[src/rtl/tmr_pkg.sv]
package tmr_pkg;

    // Control word field positions
    localparam int CTRL_PSC_LO  = 0;
    localparam int CTRL_ACT     = 25;
    localparam int CTRL_MODE_LO = 27;
    localparam int CTRL_IE      = 29;
    localparam int CTRL_EN      = 30;

    localparam logic [1:0]  MODE_PERIODIC = 2'b01;
    localparam logic [31:0] CTRL_RST      = 32'h0000_0005;

    typedef enum logic [1:0] {
        SLOT_CTRL  = 2'd0,
        SLOT_INIT  = 2'd1,
        SLOT_COUNT = 2'd2,
        SLOT_RSVD  = 2'd3
    } slot_e;

    typedef enum logic {
        CH_HOLD = 1'b0,
        CH_RUN  = 1'b1
    } ch_state_e;

endpackage

[src/rtl/tmr_prescaler.sv]
module tmr_prescaler #(
    parameter int PSC_W = 8
) (
    input  logic             clk,
    input  logic             rst_n,
    input  logic             run,
    input  logic             restart,
    input  logic [PSC_W-1:0] psc,
    output logic             tick
);

    logic [PSC_W-1:0] div_q;

    always_ff @(posedge clk or negedge rst_n) begin
        if (!rst_n) begin
            div_q <= '0;
        end else if (!run || restart) begin
            div_q <= '0;
        end else if (div_q >= psc) begin
            div_q <= '0;
        end else begin
            div_q <= div_q + 1'b1;
        end
    end

    assign tick = run && !restart && (div_q >= psc);

endmodule

[src/rtl/tmr_channel.sv]
module tmr_channel
    import tmr_pkg::*;
#(
    parameter int CNT_W = 32,
    parameter int PSC_W = 8
) (
    input  logic             clk,
    input  logic             rst_n,
    input  logic             ctrl_wr,
    input  logic             init_wr,
    input  logic             wr_en,
    input  logic             wr_ie,
    input  logic [1:0]       wr_mode,
    input  logic [PSC_W-1:0] wr_psc,
    input  logic [CNT_W-1:0] wr_init,
    output logic [31:0]      ctrl_word,
    output logic [CNT_W-1:0] init_q,
    output logic [CNT_W-1:0] count_q,
    output logic             irq_en,
    output logic             expire
);

    ch_state_e        state_q, state_d;
    logic [PSC_W-1:0] psc_q;
    logic [1:0]       mode_q;
    logic             ie_q;
    logic             running, periodic;
    logic             psc_change, stop_now, restart;
    logic             tick, do_tick;

    assign running    = (state_q == CH_RUN);
    assign periodic   = (mode_q == MODE_PERIODIC);
    assign psc_change = ctrl_wr && (wr_psc != psc_q);
    assign stop_now   = ctrl_wr && !wr_en;
    assign restart    = psc_change || init_wr;

    tmr_prescaler #(.PSC_W(PSC_W)) u_presc (
        .clk     (clk),
        .rst_n   (rst_n),
        .run     (running),
        .restart (restart),
        .psc     (psc_q),
        .tick    (tick)
    );

    assign do_tick = tick && !stop_now;
    assign expire  = do_tick && (count_q <= CNT_W'(1));

    // State register
    always_ff @(posedge clk or negedge rst_n) begin
        if (!rst_n) begin
            state_q <= CH_HOLD;
        end else begin
            state_q <= state_d;
        end
    end

    // Transitions: start, stop, one-shot expiry, periodic expiry
    always_comb begin
        state_d = state_q;
        unique case (state_q)
            CH_HOLD: begin
                if (ctrl_wr && wr_en) begin
                    state_d = CH_RUN;
                end
            end
            CH_RUN: begin
                if (ctrl_wr) begin
                    state_d = wr_en ? CH_RUN : CH_HOLD;
                end else if (expire && !periodic) begin
                    state_d = CH_HOLD;
                end
            end
            default: state_d = CH_HOLD;
        endcase
    end

    // Configuration fields
    always_ff @(posedge clk or negedge rst_n) begin
        if (!rst_n) begin
            psc_q  <= CTRL_RST[PSC_W-1:0];
            mode_q <= CTRL_RST[CTRL_MODE_LO +: 2];
            ie_q   <= CTRL_RST[CTRL_IE];
        end else if (ctrl_wr) begin
            psc_q  <= wr_psc;
            mode_q <= wr_mode;
            ie_q   <= wr_ie;
        end
    end

    // Initial count and live count
    always_ff @(posedge clk or negedge rst_n) begin
        if (!rst_n) begin
            init_q  <= '0;
            count_q <= '0;
        end else if (init_wr) begin
            init_q  <= wr_init;
            count_q <= wr_init;
        end else if (expire) begin
            count_q <= periodic ? init_q : '0;
        end else if (do_tick) begin
            count_q <= count_q - 1'b1;
        end
    end

    // Outputs
    always_comb begin
        ctrl_word                        = '0;
        ctrl_word[CTRL_PSC_LO +: PSC_W]  = psc_q;
        ctrl_word[CTRL_MODE_LO +: 2]     = mode_q;
        ctrl_word[CTRL_IE]               = ie_q;
        ctrl_word[CTRL_EN]               = running;
        ctrl_word[CTRL_ACT]              = running;
    end

    assign irq_en = ie_q;

    // Stopped channel holds its count
    p_hold_frozen_r3: assert property (@(posedge clk) disable iff (!rst_n)
        (state_q == CH_HOLD && !init_wr) |=> $stable(count_q));

    // Count only moves on a tick
    p_idle_between_ticks_r2: assert property (@(posedge clk) disable iff (!rst_n)
        (!do_tick && !init_wr) |=> $stable(count_q));

    // A non-expiring tick takes exactly one off
    p_step_one_r2: assert property (@(posedge clk) disable iff (!rst_n)
        (do_tick && !expire && !init_wr) |=> (count_q == $past(count_q) - CNT_W'(1)));

    // One-shot expiry stops at zero
    p_oneshot_stop_r6: assert property (@(posedge clk) disable iff (!rst_n)
        (expire && !periodic && !ctrl_wr && !init_wr) |=> (state_q == CH_HOLD && count_q == '0));

    // Periodic expiry reloads and keeps running
    p_periodic_reload_r5: assert property (@(posedge clk) disable iff (!rst_n)
        (expire && periodic && !ctrl_wr && !init_wr) |=> (state_q == CH_RUN && count_q == init_q));

endmodule

[src/rtl/tmr_pending.sv]
module tmr_pending #(
    parameter int NUM_CH = 2
) (
    input  logic              clk,
    input  logic              rst_n,
    input  logic [NUM_CH-1:0] set,
    input  logic [NUM_CH-1:0] clr,
    output logic [NUM_CH-1:0] pend_q
);

    for (genvar g = 0; g < NUM_CH; g++) begin : g_bit
        always_ff @(posedge clk or negedge rst_n) begin
            if (!rst_n) begin
                pend_q[g] <= 1'b0;
            end else if (set[g]) begin
                pend_q[g] <= 1'b1;
            end else if (clr[g]) begin
                pend_q[g] <= 1'b0;
            end
        end
    end

    // Expiry sets its bit, even against a clear
    p_set_wins_r7: assert property (@(posedge clk) disable iff (!rst_n)
        (|set) |=> ((pend_q & $past(set)) == $past(set)));

    // Write-one clears
    p_w1c_r9: assert property (@(posedge clk) disable iff (!rst_n)
        (|(clr & ~set)) |=> ((pend_q & $past(clr & ~set)) == '0));

    // No set and no clear leaves the register alone
    p_keep_r9: assert property (@(posedge clk) disable iff (!rst_n)
        (set == '0 && clr == '0) |=> $stable(pend_q));

endmodule

[src/rtl/interval_timer.sv]
module interval_timer
    import tmr_pkg::*;
#(
    parameter  int NUM_CH = 2,
    parameter  int CNT_W  = 32,
    parameter  int PSC_W  = 8,
    localparam int CH_W   = (NUM_CH > 1) ? $clog2(NUM_CH) : 1,
    localparam int ADDR_W = CH_W + 3
) (
    input  logic              clk,
    input  logic              rst_n,
    input  logic              reg_wr,
    input  logic              reg_rd,
    input  logic [ADDR_W-1:0] reg_addr,
    input  logic [31:0]       reg_wdata,
    output logic [31:0]       reg_rdata,
    output logic [NUM_CH-1:0] irq
);

    logic            is_pend;
    logic [CH_W-1:0] ch_sel;
    slot_e           slot;

    assign is_pend = reg_addr[ADDR_W-1];
    assign ch_sel  = reg_addr[CH_W+1:2];
    assign slot    = slot_e'(reg_addr[1:0]);

    logic [31:0]       ctrl_v  [NUM_CH];
    logic [CNT_W-1:0]  init_v  [NUM_CH];
    logic [CNT_W-1:0]  count_v [NUM_CH];
    logic [NUM_CH-1:0] ie_v;
    logic [NUM_CH-1:0] exp_v;
    logic [NUM_CH-1:0] pend_q;
    logic [NUM_CH-1:0] pend_clr;
    logic              unused_wdata;

    assign unused_wdata = ^reg_wdata;

    for (genvar g = 0; g < NUM_CH; g++) begin : g_ch
        logic hit;
        assign hit = !is_pend && (ch_sel == CH_W'(g));

        tmr_channel #(.CNT_W(CNT_W), .PSC_W(PSC_W)) u_ch (
            .clk       (clk),
            .rst_n     (rst_n),
            .ctrl_wr   (reg_wr && hit && (slot == SLOT_CTRL)),
            .init_wr   (reg_wr && hit && (slot == SLOT_INIT)),
            .wr_en     (reg_wdata[CTRL_EN]),
            .wr_ie     (reg_wdata[CTRL_IE]),
            .wr_mode   (reg_wdata[CTRL_MODE_LO +: 2]),
            .wr_psc    (reg_wdata[CTRL_PSC_LO +: PSC_W]),
            .wr_init   (reg_wdata[CNT_W-1:0]),
            .ctrl_word (ctrl_v[g]),
            .init_q    (init_v[g]),
            .count_q   (count_v[g]),
            .irq_en    (ie_v[g]),
            .expire    (exp_v[g])
        );

        assign irq[g] = pend_q[g] & ie_v[g];
    end

    assign pend_clr = (reg_wr && is_pend) ? reg_wdata[NUM_CH-1:0] : '0;

    tmr_pending #(.NUM_CH(NUM_CH)) u_pend (
        .clk    (clk),
        .rst_n  (rst_n),
        .set    (exp_v),
        .clr    (pend_clr),
        .pend_q (pend_q)
    );

    logic [31:0] rd_word;

    always_comb begin
        rd_word = '0;
        if (is_pend) begin
            rd_word[NUM_CH-1:0] = pend_q;
        end else begin
            for (int i = 0; i < NUM_CH; i++) begin
                if (ch_sel == CH_W'(i)) begin
                    unique case (slot)
                        SLOT_CTRL:  rd_word = ctrl_v[i];
                        SLOT_INIT:  rd_word = 32'(init_v[i]);
                        SLOT_COUNT: rd_word = 32'(count_v[i]);
                        default:    rd_word = '0;
                    endcase
                end
            end
        end
    end

    always_ff @(posedge clk or negedge rst_n) begin
        if (!rst_n) begin
            reg_rdata <= '0;
        end else if (reg_rd) begin
            reg_rdata <= rd_word;
        end
    end

endmodule

[config.mk]
export PLATFORM = sky130hd
export DESIGN_NAME = interval_timer
export DESIGN_NICKNAME = d
export VERILOG_FILES = /design/src/rtl/tmr_pkg.sv /design/src/rtl/tmr_prescaler.sv /design/src/rtl/tmr_channel.sv /design/src/rtl/tmr_pending.sv /design/src/rtl/interval_timer.sv
export SDC_FILE = /design/constraint.sdc
export NUM_CORES = 1
export LEC_CHECK = 0
export BUFFER_PORTS_ARGS = -buffer_cell sky130_fd_sc_hd__buf_2
export CORE_MARGIN = 8
export CORE_UTILIZATION = 50
export DETAILED_ROUTE_END_ITERATION = 7
export GPL_ROUTABILITY_DRIVEN = 1
export PLACE_DENSITY = 0.64
export SYNTH_ARGS = -nofsm -noshare
export SYNTH_HDL_FRONTEND = slang
export SYNTH_SLANG_ARGS = --single-unit
export TNS_END_PERCENT = 5
[constraint.sdc]
create_clock -name clk -period 3.6 [get_ports clk]
set_clock_uncertainty 0.1 [all_clocks]
set_input_delay 0.9 -clock clk [delete_from_list [all_inputs] [get_ports clk]]
set_output_delay 0.9 -clock clk [all_outputs]
set_load 0.02 [all_outputs]
* Word level (Yosys, flattened, before mapping) *
Cells that the tools add are included.

word-level totals
  flip-flop bits (word level) = 202
  bits of input ports = 40
  output and inout bits = 34

cells by class
  add/sub/neg operators = 4
  $lt $le $gt $ge = 4
  eq/ne operators = 6
  muxes and demuxes = 31
  bitwise gates (word level) = 5
  reduce and logical (&&, ||, !) cells = 44

operators with widths
  cell                                                   number
  2-to-1 mux 32 bit                                      9
  one-hot mux 32 bit (3 select lines)                    2
  <= comparator 32 x 1 -> 1 bit (second input constant)  2
  subtractor 32 x 1 -> 32 bit (second input constant)    2
  2-to-1 mux 8 bit                                       4
  2-to-1 mux 30 bit                                      1
  logical AND 1 bit                                      25
  adder 8 x 1 -> 8 bit (second input constant)           2
  greater-or-equal comparator 8 bit                      2
  inequality test 8 bit                                  2
  2-to-1 mux 1 bit                                       11
  zero test 1 bit                                        10
  equality test 2 x 1 -> 1 bit (second input constant)   3
  nonzero test 3 bit                                     2
  logical OR 1 bit                                       4
  2-to-1 mux 2 bit                                       2
  one-hot mux 1 bit (2 select lines)                     2
  nonzero test 2 bit                                     2
  NOT 1 bit                                              3
  bitwise AND 1 bit                                      2
  equality test 2 bit (second input constant)            1
  zero test 2 bit                                        1

* Depth between registers and ports, before layout *
  depth in word-level cells = 15
  gate-level depth with buffers = 11
  gate-level depth less buffers = 9

* Cells and area by module *
A second synthesis with hierarchy kept.

second synthesis, totals
  cell total of the unflattened synthesis = 1,424
  area total of the unflattened synthesis = 13,206.4 um2

modules (own cells, without submodules)
  module          instances  cells each  area each (um2)
  tmr_channel     2          478         4,470.5
  interval_timer  1          344         2,909.0
  tmr_prescaler   2          59          641.9
  tmr_pending     1          6           72.6

* Worst setup path before layout *
OpenSTA, ideal clock, no wires.

  path type = in2reg
  start = input port reg_addr[3]
  end = register g_ch[0].u_ch.count_q[0]
  library setup time = 0.087 ns
  arrival = 2.620 ns
  data required time = 3.413 ns
  path slack = 0.794 ns
  stages = 9
  cells stage by stage = clkbuf_1 nor3b_1 nand2_1 o22a_1 a21oi_1 clkbuf_1 clkbuf_1 nand2_1 o211ai_1

between the ends
  longest elaborated chain between the ends = 13
  elaborated cells on any way between the ends = 17

RTL lines
  element                         RTL line                                    text
  start, declared                 interval_timer.sv:14                        input logic [ADDR_W-1:0] reg_addr,
  zero test 1 bit (*)             interval_timer.sv:41                        assign hit = !is_pend && (ch_sel == CH_W'(g));
  logical AND 1 bit (*)           interval_timer.sv:41
  logical AND 1 bit (*)           interval_timer.sv:46, interval_timer.sv:47
  logical AND 1 bit               interval_timer.sv:46                        .ctrl_wr (reg_wr && hit && (slot == SLOT_CTRL)),
  logical AND 1 bit               tmr_channel.sv:33                           assign psc_change = ctrl_wr && (wr_psc != psc_q);
  logical OR 1 bit                tmr_channel.sv:35                           assign restart = psc_change || init_wr;
  zero test 1 bit                 tmr_prescaler.sv:26                         assign tick = run && !restart && (div_q >= psc);
  logical AND 1 bit (2 in a row)  tmr_prescaler.sv:26
  logical AND 1 bit               tmr_channel.sv:46                           assign do_tick = tick && !stop_now;
  logical AND 1 bit               tmr_channel.sv:47                           assign expire = do_tick && (count_q <= CNT_W'(1));
  2-to-1 mux 32 bit               tmr_channel.sv:99                           end else if (expire) begin
  2-to-1 mux 32 bit               tmr_channel.sv:96                           end else if (init_wr) begin
  end signal, assigned            tmr_channel.sv:98                           count_q <= wr_init;
  end signal, assigned            tmr_channel.sv:100                          count_q <= periodic ? init_q : '0;
  end signal, assigned            tmr_channel.sv:102                          count_q <= count_q - 1'b1;
  end, declared                   tmr_channel.sv:18                           output logic [CNT_W-1:0] count_q,

Every way passes the cells marked *; elsewhere a longest branch is shown, timed or not.
A chain may end at the register's enable or synchronous reset.

* Worst setup path in the final report *
  start = register g_ch[1].u_ch.psc_q[0]
  end = register g_ch[1].u_ch.count_q[7]

between the ends
  longest elaborated chain between the ends = 10
  elaborated cells on any way between the ends = 12

RTL lines
  element                                                                    RTL line             text
  start, declared                                                            tmr_channel.sv:24    logic [PSC_W-1:0] psc_q;
  start signal, assigned                                                     tmr_channel.sv:81    psc_q <= CTRL_RST[PSC_W-1:0];
  start signal, assigned                                                     tmr_channel.sv:85    psc_q <= wr_psc;
  branches (longest 5 deep; another with greater-or-equal comparator 8 bit)  --
  logical AND 1 bit (*)                                                      tmr_prescaler.sv:26
  logical AND 1 bit (*)                                                      tmr_channel.sv:46
  logical AND 1 bit                                                          tmr_channel.sv:47
  2-to-1 mux 32 bit                                                          tmr_channel.sv:99
  2-to-1 mux 32 bit                                                          tmr_channel.sv:96
  end signal, assigned                                                       tmr_channel.sv:98
  end signal, assigned                                                       tmr_channel.sv:100
  end signal, assigned                                                       tmr_channel.sv:102
  end, declared                                                              tmr_channel.sv:18

Every way passes the cells marked *.

==> flow_summary_export.csv <==
group,metric,value,unit
sta,relSlewSlack,54.4,%
critical_path,cp_data_required_time,3910,ps
cts,insertion_delay,530,ps
cts,clkTransAtPathRegs,60,ps
flow_run,maxCapViolCount,0,
synthesis,ys_async_sr_fraction,100,%
sta,period_needed,3150,ps
critical_path,cp_top_family,"compound AO/OA/AOI/OAI gates",
critical_path,reg2reg_to,"g_ch[1].u_ch.count_q[7]$_DFFE_PN0P_",
place,dpl.hpwl,25.9,mm
routing,num_vias,10418,
synthesis,synthFlopType,"dfrtp_1",
final_layout,diodes,0,
final_layout,area_growth_syn_to_layout,12.9,%
sta,grt_setup_unrepaired,"false",
pwr,pwr-share-comb,29.8,%
pwr,power_density,662,nW/um^2
critical_path,rrSetupSlack,450,ps
cts,clockRootBuffer,"clkbuf_16",
die,fp.dieArea,28200,um^2
critical_path,critPathBufInv,1,
die,initial_core_util,51.0,%
min_path,hp-class,"in -> async",
sta,setup_viol,0,
cts,cts_buffer_depth,3,
place,place_congestion,0.861,
cts,clock_sinks,202,
routing,firstDrtPassIters,5,
pwr,p_int,5.38,mW
global_routing,grt.overflow.total,0,
synthesis,netlist_instances,1317,
sta,setup_slack,455,ps
sta,worst_slew_pin_slew,682,ps
routing,dr.first_iter.drc_count,1026,
global_routing,antenna_found_initial,0,
final_layout,drive_gt1_share,14.1,%
place,portBuffers,73,
sta,whs,318,ps
routing,drc,0,
routing,totalWireLength,37.6,mm
synthesis,ys_ff_latch,202,
final_layout,nNetsFinal,1420,
cts,postCtsHoldBufs,0,
critical_path,cp.arrival,3460,ps
place,dpl.cell_count,1617,
sta,fin_crit_sh,87.4,%
critical_path,reg2regPathDepth,9,
cts,numCtsBuffers,24,
synthesis,syn_avg_cell_area,8.76,um^2
run_status,status,"complete, no violations",
final_layout,fin_area,13000,um^2
die,io_pins,74,
critical_path,end_kind,"flip-flop",
pwr,seq_power_share,43.2,%
synthesis,synth_nets,1379,
synthesis,synth_cell_type_count,65,
sta,clock.fmax,0.318,GHz
synthesis,synth_seq_area_share,43.9,%
global_routing,grt_pass1_vias,10279,
pwr,p_leak,5.95,nW
die,die_h,168,um
pwr,p_sw_share,37.6,%
routing,routedWlPerCell,22.7,um
place,pre_cts_ws,416,ps
sta,final_hold_viol_count,0,
global_routing,grt_pass1_wl,59.1,mm
final_layout,finalNonFillerCells,1656,
sta,fin_tns_setup,0,ps
routing,ant_nets,0,
die,dieWidth,168,um
pwr,clkPwrFrac,27.0,%
die,core,22600,um^2
synthesis,netlist_area,11500,um^2
global_routing,track_usage,26.3,%
cts,cts_tree,"yes",
critical_path,crit_type,"reg -> reg",
final_layout,final_util,57.5,%
cts,cts_setup_buffers,0,
synthesis,yosysWarnings,0,
critical_path,max_stage_delay,560,ps
pwr,switchingPower,3.24,mW
critical_path,path_cells,"ha_1 -> nand2b_1 -> a2111oi_0 -> nor3_1 -> o31a_1 -> nand2_1 -> buf_4 -> a21oi_1 -> a221o_1",
cts,cts_resized,0,
place,placedInstanceArea,12300,um^2
routing,drt-vias-per-instance,6.29,
critical_path,cp_slowest_cell,"dfstp_2",
synthesis,synth_edf_count,0,
pwr,vdd_drop_max,0.435,mV
critical_path,critPathLaunchType,"flip-flop",
critical_path,crit_fanout,16,
cts,h-tree-depth,1,
global_routing,grt_max_degree,73,
critical_path,r2r_start,"g_ch[1].u_ch.psc_q[0]$_DFFE_PN1P_",
die,rows,55,
pwr,power,8.62,mW
sta,drv_slew,0,
==> flip-flops by register name, summed over array words and instances, names as in the netlist <==
name,cells
g_ch.u_ch.u_presc.div_q,16
g_ch.u_ch.irq_en,2
g_ch.u_ch.psc_q,16
g_ch.u_ch.count_q,64
g_ch.u_ch.init_q,64
g_ch.u_ch.mode_q,4
g_ch.u_ch.running,2
reg_rdata,32
u_pend.pend_q,2
==> worst max path at each step <==
stage	to	start	cells past startpoint	slack, ps
floorplan	g_ch[0].u_ch.count_q[0]$_DFFE_PN0P_	reg_addr[3]	9	790
global placement	g_ch[1].u_ch.count_q[14]$_DFFE_PN0P_	reg_wdata[7]	8	440
detailed placement	g_ch[1].u_ch.count_q[14]$_DFFE_PN0P_	reg_wdata[7]	8	420
CTS	g_ch[1].u_ch.count_q[7]$_DFFE_PN0P_	g_ch[1].u_ch.psc_q[0]$_DFFE_PN1P_	9	480
global route	g_ch[1].u_ch.count_q[7]$_DFFE_PN0P_	g_ch[1].u_ch.u_presc.div_q[0]$_DFF_PN0_	10	330
finish	g_ch[1].u_ch.count_q[7]$_DFFE_PN0P_	g_ch[1].u_ch.psc_q[0]$_DFFE_PN1P_	9	450
==> worst reg2reg max path, delay by kind of cell (launching register included) <==
| family | cells | cell delay (ps) |
|---|---|---|
| buf+inv | 1 | 370 |
| compound gates | 4 | 1020 |
| flops | 1 | 560 |
| simple gates | 3 | 750 |
| fa+ha+maj | 1 | 230 |
==> synthesized netlist by cell type, types with 24 or more instances <==
cell type	n	share of area [%]
nand2_1	279	9.1
dfrtp_1	198	43
clkbuf_1	85	2.8
nor2_1	75	2.4
a21oi_1	56	2.4
inv_1	55	1.8
nand3_1	44	1.9
o21ai_0	40	1.7
xor2_1	40	3.0
a221oi_1	39	3.0
xnor2_1	35	2.7
o211ai_1	31	2.0
nor3_1	24	1.0
==> cell usage in the layout (no fill, tap or decap), types with 5 or more instances in the layout <==
master / instances
inv_1: 55
o21ai_0: 40
o21ai_1: 8
buf_4: 38
a221oi_1: 39
o22ai_1: 11
mux2_2: 22
mux2i_1: 22
o311ai_1: 7
buf_2: 72
ha_1: 22
or3_1: 6
nor2_1: 75
o211ai_1: 31
nand2_1: 279
dfrtp_1: 198
xnor2_1: 35
clkbuf_1: 5
nand3_1: 44
o32ai_1: 19
buf_12: 5
a221o_1: 20
and3_1: 13
clkbuf_16: 25
a31oi_1: 23
nor3_1: 24
nor4_1: 18
a21oi_1: 54
a211o_1: 9
clkinv_2: 5
nand4_1: 9
a211oi_1: 18
xor2_1: 40
==> final cells by class <==
type	count	area (um^2)
clock inverters	6	55.1
repair buffers	116	759
well taps	285	357
inverters	56	210
clock buffers	33	686
fillers	2032	9620
multi-input cells	958	5900
flip-flops and latches	202	5060
==> layer usage <==
metal  vias to the layer above  global-route usage (%)  share of wire [%]
met5                         -                       0                  0
met4                         0                    9.63                3.6
met3                        85                    3.79                6.8
met2                       440                    40.9                 46
met1                      5109                    36.8                 44
li1                       4784                       -                  -
==> power groups by stage <==
stage | registers, mW | logic, mW | clock network, mW
after floorplan | 3.45 | 1.95 | 0
after global placement | 3.72 | 2.50 | 0
after detailed placement | 3.74 | 2.55 | 0
after CTS | 3.70 | 2.56 | 2.37
after global routing | 3.81 | 2.88 | 2.44
final | 3.72 | 2.57 | 2.33
==> cells by family (layout without fill, tap and decap cells) <==
family          after synthesis  after routing  synth area share, %
compound gates              309            309                 18.8
flops                       202            202                 43.9
mux                          44             44                 4.06
fa+ha+maj                    22             22                 2.39
buf+inv                     157            211                 5.29
simple gates                508            508                 19.9
xor+xnor                     75             75                 5.69
(Power assumes the default switching activity.)
